===== config.mk =====
export PLATFORM = sky130hd
export DESIGN_NAME = rsb_bank
export DESIGN_NICKNAME = d
export VERILOG_FILES = /design/src/rtl/rsb_pkg.sv /design/src/rtl/rsb_pick.sv /design/src/rtl/rsb_slot.sv /design/src/rtl/rsb_bank.sv
export SDC_FILE = /design/constraint.sdc
export NUM_CORES = 1
export LEC_CHECK = 0
export BUFFER_PORTS_ARGS = -buffer_cell sky130_fd_sc_hd__buf_2
export CAP_MARGIN = 20
export CORE_MARGIN = 2
export CORE_UTILIZATION = 43
export CTS_BUF_LIST = sky130_fd_sc_hd__clkbuf_4
export CTS_CLUSTER_SIZE = 16
export DETAILED_ROUTE_END_ITERATION = 7
export GPL_ROUTABILITY_DRIVEN = 0
export REMOVE_ABC_BUFFERS = 1
export SLEW_MARGIN = 20
export SYNTH_ARGS = -nofsm -noshare
export SYNTH_HDL_FRONTEND = slang
export SYNTH_SLANG_ARGS = --single-unit
export TNS_END_PERCENT = 50

===== constraint.sdc =====
create_clock -name clk -period 3.6 [get_ports clk]
set_clock_uncertainty 0.1 [all_clocks]
set_input_delay 0.9 -clock clk [delete_from_list [all_inputs] [get_ports clk]]
set_output_delay 0.9 -clock clk [all_outputs]
set_load 0.02 [all_outputs]

===== src/rtl/rsb_pkg.sv =====
package rsb_pkg;
  localparam int RSB_TAG_W = 4;
  typedef logic [RSB_TAG_W-1:0] rsb_tag_t;

  // A pending operand (nonzero tag) captured by a live broadcast of that tag.
  function automatic logic tag_hit(input logic bus_v, input rsb_tag_t bus_tag,
                                   input rsb_tag_t want);
    return bus_v && (want != '0) && (bus_tag == want);
  endfunction
endpackage


===== src/rtl/rsb_pick.sv =====
module rsb_pick #(
  parameter int N     = 4,
  parameter int IDX_W = 2
) (
  input  logic [N-1:0]     req,
  output logic             hit,
  output logic [IDX_W-1:0] idx
);
  always_comb begin
    hit = 1'b0;
    idx = '0;
    for (int i = N - 1; i >= 0; i--) begin
      if (req[i]) begin
        hit = 1'b1;
        idx = IDX_W'(i);
      end
    end
  end
endmodule


===== src/rtl/rsb_slot.sv =====
module rsb_slot
  import rsb_pkg::*;
#(
  parameter int          DATA_W = 16,
  parameter int          OP_W   = 4,
  parameter int unsigned MY_TAG = 1
) (
  input  logic              clk,
  input  logic              rst_n,
  input  logic              wr_en,
  input  logic [OP_W-1:0]   wr_op,
  input  rsb_tag_t          wr_jt,
  input  logic [DATA_W-1:0] wr_jv,
  input  rsb_tag_t          wr_kt,
  input  logic [DATA_W-1:0] wr_kv,
  input  logic              bus_v,
  input  rsb_tag_t          bus_tag,
  input  logic [DATA_W-1:0] bus_val,
  input  logic              take,
  output logic              busy,
  output logic              ready,
  output logic [OP_W-1:0]   op,
  output logic [DATA_W-1:0] jv,
  output logic [DATA_W-1:0] kv
);
  localparam rsb_tag_t SELF = RSB_TAG_W'(MY_TAG);

  logic              busy_q, busy_d, done_q, done_d;
  logic [OP_W-1:0]   op_q, op_d;
  logic [DATA_W-1:0] jv_q, jv_d, kv_q, kv_d;
  rsb_tag_t          jt_q, jt_d, kt_q, kt_d;
  logic              data_en;

  always_comb begin
    busy_d = busy_q;
    done_d = done_q;
    op_d   = op_q;
    jv_d   = jv_q;
    kv_d   = kv_q;
    jt_d   = jt_q;
    kt_d   = kt_q;
    if (wr_en) begin
      busy_d = 1'b1;
      done_d = 1'b0;
      op_d   = wr_op;
      if (tag_hit(bus_v, bus_tag, wr_jt)) begin
        jt_d = '0;
        jv_d = bus_val;
      end else begin
        jt_d = wr_jt;
        jv_d = wr_jv;
      end
      if (tag_hit(bus_v, bus_tag, wr_kt)) begin
        kt_d = '0;
        kv_d = bus_val;
      end else begin
        kt_d = wr_kt;
        kv_d = wr_kv;
      end
    end else if (busy_q) begin
      if (tag_hit(bus_v, bus_tag, jt_q)) begin
        jt_d = '0;
        jv_d = bus_val;
      end
      if (tag_hit(bus_v, bus_tag, kt_q)) begin
        kt_d = '0;
        kv_d = bus_val;
      end
      if (take) done_d = 1'b1;
      if (bus_v && bus_tag == SELF) begin
        busy_d = 1'b0;
        done_d = 1'b0;
      end
    end
  end

  assign data_en = wr_en | busy_q;

  always_ff @(posedge clk or negedge rst_n) begin
    if (!rst_n) begin
      busy_q <= 1'b0;
      done_q <= 1'b0;
      jt_q   <= '0;
      kt_q   <= '0;
    end else begin
      busy_q <= busy_d;
      done_q <= done_d;
      if (data_en) begin
        jt_q <= jt_d;
        kt_q <= kt_d;
      end
    end
  end

  always_ff @(posedge clk) begin
    if (data_en) begin
      op_q <= op_d;
      jv_q <= jv_d;
      kv_q <= kv_d;
    end
  end

  assign busy  = busy_q;
  assign ready = busy_q && !done_q && (jt_q == '0) && (kt_q == '0);
  assign op    = op_q;
  assign jv    = jv_q;
  assign kv    = kv_q;
endmodule


===== src/rtl/rsb_bank.sv =====
module rsb_bank
  import rsb_pkg::*;
#(
  parameter int N        = 4,
  parameter int DATA_W   = 16,
  parameter int OP_W     = 4,
  parameter int BASE_TAG = 1
) (
  input  logic              clk,
  input  logic              rst_n,
  input  logic              iss_valid,
  input  logic [OP_W-1:0]   iss_op,
  input  logic [3:0]        iss_j_tag,
  input  logic [DATA_W-1:0] iss_j_val,
  input  logic [3:0]        iss_k_tag,
  input  logic [DATA_W-1:0] iss_k_val,
  output logic [3:0]        iss_tag,
  output logic              bank_full,
  input  logic              cdb_valid,
  input  logic [3:0]        cdb_tag,
  input  logic [DATA_W-1:0] cdb_value,
  output logic              disp_valid,
  input  logic              disp_ready,
  output logic [OP_W-1:0]   disp_op,
  output logic [DATA_W-1:0] disp_j,
  output logic [DATA_W-1:0] disp_k,
  output logic [3:0]        disp_tag
);
  localparam int IDX_W = (N > 1) ? $clog2(N) : 1;

  logic [N-1:0]      busy_vec, ready_vec, free_req;
  logic              free_hit, iss_go;
  logic [IDX_W-1:0]  free_idx, disp_idx;
  logic [OP_W-1:0]   op_a [N];
  logic [DATA_W-1:0] jv_a [N];
  logic [DATA_W-1:0] kv_a [N];

  assign free_req = ~busy_vec;

  rsb_pick #(.N(N), .IDX_W(IDX_W)) u_free_pick (
    .req(free_req), .hit(free_hit), .idx(free_idx)
  );

  rsb_pick #(.N(N), .IDX_W(IDX_W)) u_disp_pick (
    .req(ready_vec), .hit(disp_valid), .idx(disp_idx)
  );

  assign iss_go = iss_valid && free_hit;

  for (genvar g = 0; g < N; g++) begin : g_slot
    rsb_slot #(
      .DATA_W(DATA_W), .OP_W(OP_W), .MY_TAG(BASE_TAG + g)
    ) u_slot (
      .clk    (clk),
      .rst_n  (rst_n),
      .wr_en  (iss_go && (free_idx == IDX_W'(g))),
      .wr_op  (iss_op),
      .wr_jt  (iss_j_tag),
      .wr_jv  (iss_j_val),
      .wr_kt  (iss_k_tag),
      .wr_kv  (iss_k_val),
      .bus_v  (cdb_valid),
      .bus_tag(cdb_tag),
      .bus_val(cdb_value),
      .take   (disp_valid && disp_ready && (disp_idx == IDX_W'(g))),
      .busy   (busy_vec[g]),
      .ready  (ready_vec[g]),
      .op     (op_a[g]),
      .jv     (jv_a[g]),
      .kv     (kv_a[g])
    );
  end

  assign bank_full = !free_hit;
  assign iss_tag   = RSB_TAG_W'(BASE_TAG) + RSB_TAG_W'(free_idx);
  assign disp_tag  = RSB_TAG_W'(BASE_TAG) + RSB_TAG_W'(disp_idx);
  assign disp_op   = op_a[disp_idx];
  assign disp_j    = jv_a[disp_idx];
  assign disp_k    = kv_a[disp_idx];
endmodule


== After elaboration in Yosys (flattened, before gate mapping) ==
Cells that the tools add are included.

* Register bits: 184

* $add $sub $neg: 2
* Order comparisons: 1
* Eq/ne operators: 20
* Mux-type cells: 105
* Bitwise operators: 6
* Reduce and logical (&&, ||, !) cells: 103

{| class="wikitable"
|+ Operators by type and width
! operator !! number
|-
| two-way mux 16 bit || 30
|-
| two-way mux 4 bit || 28
|-
| binary-select mux 16 bit (select 2 bit) || 2
|-
| logical AND 1 bit || 46
|-
| equality test 4 bit || 10
|-
| nonzero test 4 bit || 10
|-
| two-way mux 1 bit || 36
|-
| logical NOT 4 bit || 8
|-
| AND reduction 3 bit || 8
|-
| nonzero test 2 bit || 12
|-
| two-way mux 2 bit || 8
|-
| AND reduction 2 bit || 8
|-
| nonzero test 3 bit || 4
|-
| binary-select mux 4 bit (select 2 bit) || 1
|-
| equality test 2 bit (second input constant) || 4
|-
| equality test 4 x 2 -> 1 bit (second input constant) || 2
|-
| adder 1 x 2 -> 3 bit (first input constant) || 2
|-
| logical NOT 1 bit || 5
|-
| equality test 2 x 1 -> 1 bit (second input constant) || 2
|-
| equality test 4 x 1 -> 1 bit (second input constant) || 1
|-
| equality test 4 x 3 -> 1 bit (second input constant) || 1
|-
| logical NOT 2 bit || 2
|-
| inverter 4 bit || 1
|-
| bitwise OR 1 bit || 4
|-
| 2 further kinds || 2
|}

== Logic depth before layout (Yosys ltp) ==
* Word-level depth: 14
* Depth in mapped cells: 10
* Mapped depth without buffers: 8

== Modules after synthesis ==
Synthesis repeated with hierarchy kept, for this count alone.

* Cells, all modules: 687
* Area total of the unflattened synthesis: 10097.2 µm²

{| class="wikitable"
|+ Modules (own cells, without submodules)
! module !! times used !! area an instance (µm²) !! cells each !! sequential area each (µm²)
|-
| rsb_slot at g_slot[0].u_slot ... || 2 || 2222.1 || 150 || 1331.3
|-
| rsb_slot at g_slot[2].u_slot || 1 || 2225.9 || 151 || 1331.3
|-
| rsb_slot at g_slot[3].u_slot || 1 || 2225.9 || 150 || 1331.3
|-
| rsb_bank || 1 || 1131.1 || 72 || 0.0
|-
| rsb_pick || 2 || 35.0 || 7 || 0.0
|}

== Worst setup path before layout ==
No wires, ideal clock.

* Kind: register to output
* From: reg g_slot[0].u_slot.kt_q[1]
* To: out disp_k[10]
* Path slack: 250 ps
* Stages on the path, launching flop included: 7
* Arrival time: 2350 ps
* Buffers on the path: 2
* Cell sequence: dfrtp_1 > or4_4 > or4b_4 > o21ai_2 > buf_6 > buf_12 > mux2i_1

* Cells in the longest elaborated chain, start to end: 7

{| class="wikitable"
|+ Ends and longest elaborated chain
! item !! RTL line !! source
|-
| from (decl) || rsb_slot.sv:31 || <nowiki>rsb_tag_t jt_q, jt_d, kt_q, kt_d;</nowiki>
|-
| from (signal assigned) || rsb_slot.sv:90 || <nowiki>kt_q <= kt_d;</nowiki>
|-
| logical NOT 4 bit || rsb_slot.sv:104 || <nowiki>assign ready = busy_q && !done_q && (jt_q == '0) && (kt_q == '0);</nowiki>
|-
| logical AND 1 bit || rsb_slot.sv:104 ||
|-
| two-way mux 2 bit || rsb_pick.sv:13 || <nowiki>if (req[i]) begin</nowiki>
|-
| inverter 2 -> 3 bit (implied by the code) || rsb_bank.sv:79 || <nowiki>assign disp_k = kv_a[disp_idx];</nowiki>
|-
| binary-select mux 16 bit (select 2 bit) || rsb_bank.sv:79 ||
|-
| two-way mux 16 bit (implied by the code) (2 in series) || rsb_bank.sv:79 ||
|-
| to (decl) || rsb_bank.sv:26 || <nowiki>output logic [DATA_W-1:0] disp_k,</nowiki>
|}

No other way between the ends. The select of a mux whose other input is x is not followed.

== Final worst setup path ==
* From: reg g_slot[0].u_slot.kt_q[0]
* To: out disp_tag[1]

* Cells in the longest elaborated chain, start to end: 4

{| class="wikitable"
|+ Ends and longest elaborated chain
! item !! RTL line !! source
|-
| logical NOT 4 bit || rsb_slot.sv:104 ||
|-
| logical AND 1 bit || rsb_slot.sv:104 ||
|-
| two-way mux 2 bit || rsb_pick.sv:13 ||
|-
| adder 1 x 2 -> 3 bit || rsb_bank.sv:76 || <nowiki>assign disp_tag = RSB_TAG_W'(BASE_TAG) + RSB_TAG_W'(disp_idx);</nowiki>
|-
| to (decl) || rsb_bank.sv:27 || <nowiki>output logic [3:0] disp_tag</nowiki>
|}

No other way between the ends.

==> run summary <==
The run gives 5 as the number of iterations in the first detailed-routing pass. The standby leakage power was 0.00448 µW. Summed over all instances, the cell type with the most area after synthesis is sky130_fd_sc_hd__edfxtp_1.

The run gives 2.96 ns as the data arrival time at the worst-slack endpoint. The tightest min-delay check is of the input port to async pin type. The flow ran to the end, but the final reports show violations. The clock passes through at most 2 buffers.

The final wirelength came out at 24500 µm. The fraction of final layout cells with drive strength greater than 1 is 0.341. The worst register-to-register path has a setup slack of 0.92 ns.

The clock tree root driver cell is sky130_fd_sc_hd__clkbuf_4. Destination of the worst register-to-register timing path: g_slot[1].u_slot.done_q. Traced cell by cell, the critical path runs through or4_4 -> or4b_4 -> o21ai_4 -> buf_4 -> inv_2 -> ha_1 -> buf_2.

The combinational fraction of design power is 0.487. From left edge to right edge, the die measures 152 µm. Critical path's slowest cell: sky130_fd_sc_hd__or4_4. The required time of the critical path was 2.60 ns; the switching part of the total power was 0.379. Post-synthesis sequential element count: 184. Row generation in the floorplan step produced 54 rows.

The logs give 184 for the clock sink count and 0.401 mV for the worst ir drop on vdd. Sorting the synthesized cells by area gives the leading types as sky130_fd_sc_hd__edfxtp_1 46%, sky130_fd_sc_hd__mux2i_1 11%, sky130_fd_sc_hd__dfrtp_1 11%. Number of hold buffers added after CTS: 0. Launching point of the worst reg2reg path: g_slot[0].u_slot.kt_q[0].

In the routed layout, each cell is associated on average with a via count of 5.58. The most critical setup path has its startpoint at g_slot[0].u_slot.kt_q[0]. The tools report the number of hold violations in the final report as 0.

The share of the synthesized area in the top cell type is 0.458. Final cycle utilization of the critical path: 1.10. The headroom to the max-slew limit came out at 0.243. The total overflow reported by the global router came out at 0.

The clock reaches the later pin of the worst-skew pair after 0.57 ns. TritonCTS built the clock tree. The final count of pins violating max slew came out at 0. The clock network fraction of total power is 0.142, and the overall die area is 23200 µm².

In this run the worst setup path terminates at disp_tag[1]. Detailed placement finished with a half-perimeter wire length of 16300 µm. Sequential cell fraction of total power: 0.371.

The number of global-route vias before repair was 6508. The count of placed standard cells including taps was 1052. The total CTS buffers was 17; the via count of the routed design was 6174. The deepest level of the CTS H-tree is 4. The net switching power figure came out at 3330 µW. For this run, design rule violations remaining after detail routing come to 0. The detail route stage leaves a number of antenna-violating nets equal to 0.

Final layout net count: 886. The run gives 659 as the number of instances in the synthesized netlist. Number of setup violations in the final report: 39. The synthesis-to-layout area growth is 19.5%, and the clock input transition at the sequential cells of the worst setup and hold paths is 0.15 ns. The count of buffers added on input and output ports is 112. The top-level port count came out at 115.

For the sequential area share after synthesis, the log shows 0.564. The share of flip-flops with an asynchronous set or reset after synthesis is 0.217. The first global-routing pass estimated 37600 µm of wire.

The path type of the worst setup path was flop to output pin. The final reports fail on setup timing. At the pin with the least slew margin, the transition time is 1.13 ns. The largest net degree at the start of global routing is 41. Averaged over all synthesized cells, the footprint is 14.3 µm². The total global routing track utilization was 0.215. The synthesized design contains 144 enable-type register cells. For this design the ratio of total power to cell area is 778 nW/µm². In the synthesized netlist the dominant register cell turns out to be sky130_fd_sc_hd__edfxtp_1.

Along the worst path, the maximum fanout reaches 5. The final critical-path setup slack is -0.361 ns. In the final timing run, aggregate negative setup slack is -11.94 ns.

The detail-routed net length per standard cell came out at 22.2 µm. The fmax was 0.252 GHz; the number of maximum-capacitance constraint violations was 0. The cell area after technology mapping was 9450 µm². The count of cells in the finished layout, fillers not included, comes to 1107. The initial antenna violation count is 2.

Warning count from the yosys run: 0. The minimum clock period after layout is 3.96 ns. The length in cells of the worst reg-to-reg path is 8. The chip height works out to 152 µm. Setup repair after global routing could not meet its margin everywhere. For the number of library cell types mapped by synthesis, the log shows 47.

The worst setup path is launched from a flop. The initial core utilization is 0.436. The core region is 21700 µm².

Endpoint class of the critical path: an output pin. Cell internal power was estimated by the tool at 5450 µW. On the worst path, the slowest cell contributes a delay of 0.58 ns. The first-iteration detailed-routing DRC count came out at 436.
==> power groups by stage <==
stage	clock network [µW]	logic [µW]	registers, µW
after floorplan	0	2330	3210
after global placement	0	3580	3250
after detailed placement	0	3660	3290
after CTS	1280	4170	3230
after global routing	1360	4580	3310
final	1250	4280	3250
==> final cells by class <==
cell class              count  area [µm²]
fillers                  1829       10400
diodes                      1        2.50
flip-flops and latches    184        5330
clock inverters            13         174
inverters                  15        56.3
repair buffers            167        1240
multi-input cells         428        3990
clock buffers              19         143
well taps                 280         350
==> how the worst min path moves through the flow <==
stage / cells after the start / endpoint / startpoint
4_1_cts: 1 / g_slot[1].u_slot.jt_q[0] / rst_n
6_report: 1 / g_slot[0].u_slot.kt_q[3] / rst_n
5_1_grt: 1 / g_slot[1].u_slot.jt_q[0] / rst_n
3_3_place_gp: 2 / g_slot[2].u_slot.done_q / g_slot[2].u_slot.done_q
3_5_place_dp: 2 / g_slot[2].u_slot.done_q / g_slot[2].u_slot.done_q
2_1_floorplan: 2 / g_slot[2].u_slot.done_q / g_slot[2].u_slot.done_q
==> placed cells by master (no fill, tap or decap), drive strengths merged, types with 4 or more instances in the layout <==
master,synthesis,final
dfrtp,40,40
clkbuf,12,20
mux2,128,128
buf,21,165
nor4,9,9
xnor2,12,12
clkinv,1,7
a22o,32,32
xor2,23,23
nand2,24,24
mux2i,108,108
nand4,8,8
inv,14,16
ha,4,4
a21o,6,6
nor2,19,19
nor3,14,14
edfxtp,144,144
a21oi,8,8
o21ai,5,5
==> through the flow <==
step	util	power (µW)	area, µm²	worst slack [ns]	hold slack, ns
3_5_place_dp	0.483	6950	10500	0.0569	0.387
2_1_floorplan	-	5540	9220	-7.41	0.363
3_3_place_gp	0.483	6830	10500	0.100	0.388
6_report	0.520	8780	11300	-0.361	0.361
4_1_cts	0.514	8680	11100	-0.395	0.333
5_1_grt	0.520	9250	11300	-0.518	0.367
==> cell usage after synthesis (2+ instances only) <==
master                       n
sky130_fd_sc_hd__xor2_1     23
sky130_fd_sc_hd__mux2i_1   108
sky130_fd_sc_hd__ha_1        4
sky130_fd_sc_hd__clkbuf_1   12
sky130_fd_sc_hd__buf_4       4
sky130_fd_sc_hd__mux2_2     48
sky130_fd_sc_hd__nor3_1     14
sky130_fd_sc_hd__or3_1       2
sky130_fd_sc_hd__o21ai_0     4
sky130_fd_sc_hd__nand4_1     8
sky130_fd_sc_hd__a21o_1      6
sky130_fd_sc_hd__buf_1       4
sky130_fd_sc_hd__nand2b_1    3
sky130_fd_sc_hd__nand2_1    24
sky130_fd_sc_hd__mux2_1     80
sky130_fd_sc_hd__buf_12      2
sky130_fd_sc_hd__dfrtp_1    40
sky130_fd_sc_hd__inv_2       4
sky130_fd_sc_hd__a21oi_1     8
sky130_fd_sc_hd__edfxtp_1  144
sky130_fd_sc_hd__nor4_1      9
sky130_fd_sc_hd__xnor2_1    12
sky130_fd_sc_hd__nor2_1     19
sky130_fd_sc_hd__a31oi_1     3
sky130_fd_sc_hd__buf_6       7
sky130_fd_sc_hd__buf_2       4
sky130_fd_sc_hd__nor2b_1     2
sky130_fd_sc_hd__inv_1      10
sky130_fd_sc_hd__nand3_1     2
sky130_fd_sc_hd__a22o_1     32
==> per-layer routing <==
metal  wire, µm  track usage
met5         13            0
met4        765       0.0886
met3       1100       0.0412
met2      11900        0.358
met1      10700        0.278
==> kinds of logic after synthesis <==
logic type	count (synthesis)	synth area share
AOI/OAI and AO/OA	60	0.0518
xor gates and xnor gates	35	0.0325
adders and majority gates	4	0.00530
buffers and inverters	48	0.0302
DFF	184	0.564
muxes	236	0.267
other	1	0.000397
and+or+nand+nor	91	0.0490
==> registers in the layout, indices dropped and copies added, names as in the netlist <==
| signal | count |
|---|---|
| g_slot.u_slot.busy | 4 |
| g_slot.u_slot.done_q | 4 |
| g_slot.u_slot.jt_q | 16 |
| g_slot.u_slot.jv | 64 |
| g_slot.u_slot.kt_q | 16 |
| g_slot.u_slot.kv | 64 |
| g_slot.u_slot.op | 16 |
==> critical path: cells and delay by family, from the launching register on <==
| family | cells | cell delay (ns) |
|---|---|---|
| simple gates | 2 | 1.15 |
| buf+inv | 3 | 0.38 |
| fa+ha+maj | 1 | 0.28 |
| flops | 1 | 0.41 |
| compound gates | 1 | 0.16 |
==> repair_timing <==
item	4_1_cts	5_1_grt
resized for setup	45	28
pin swaps	2	5
buffers inserted	14	6
setup endpoints to repair	39	39
gates cloned	3	1
(Power assumes the default switching activity.)
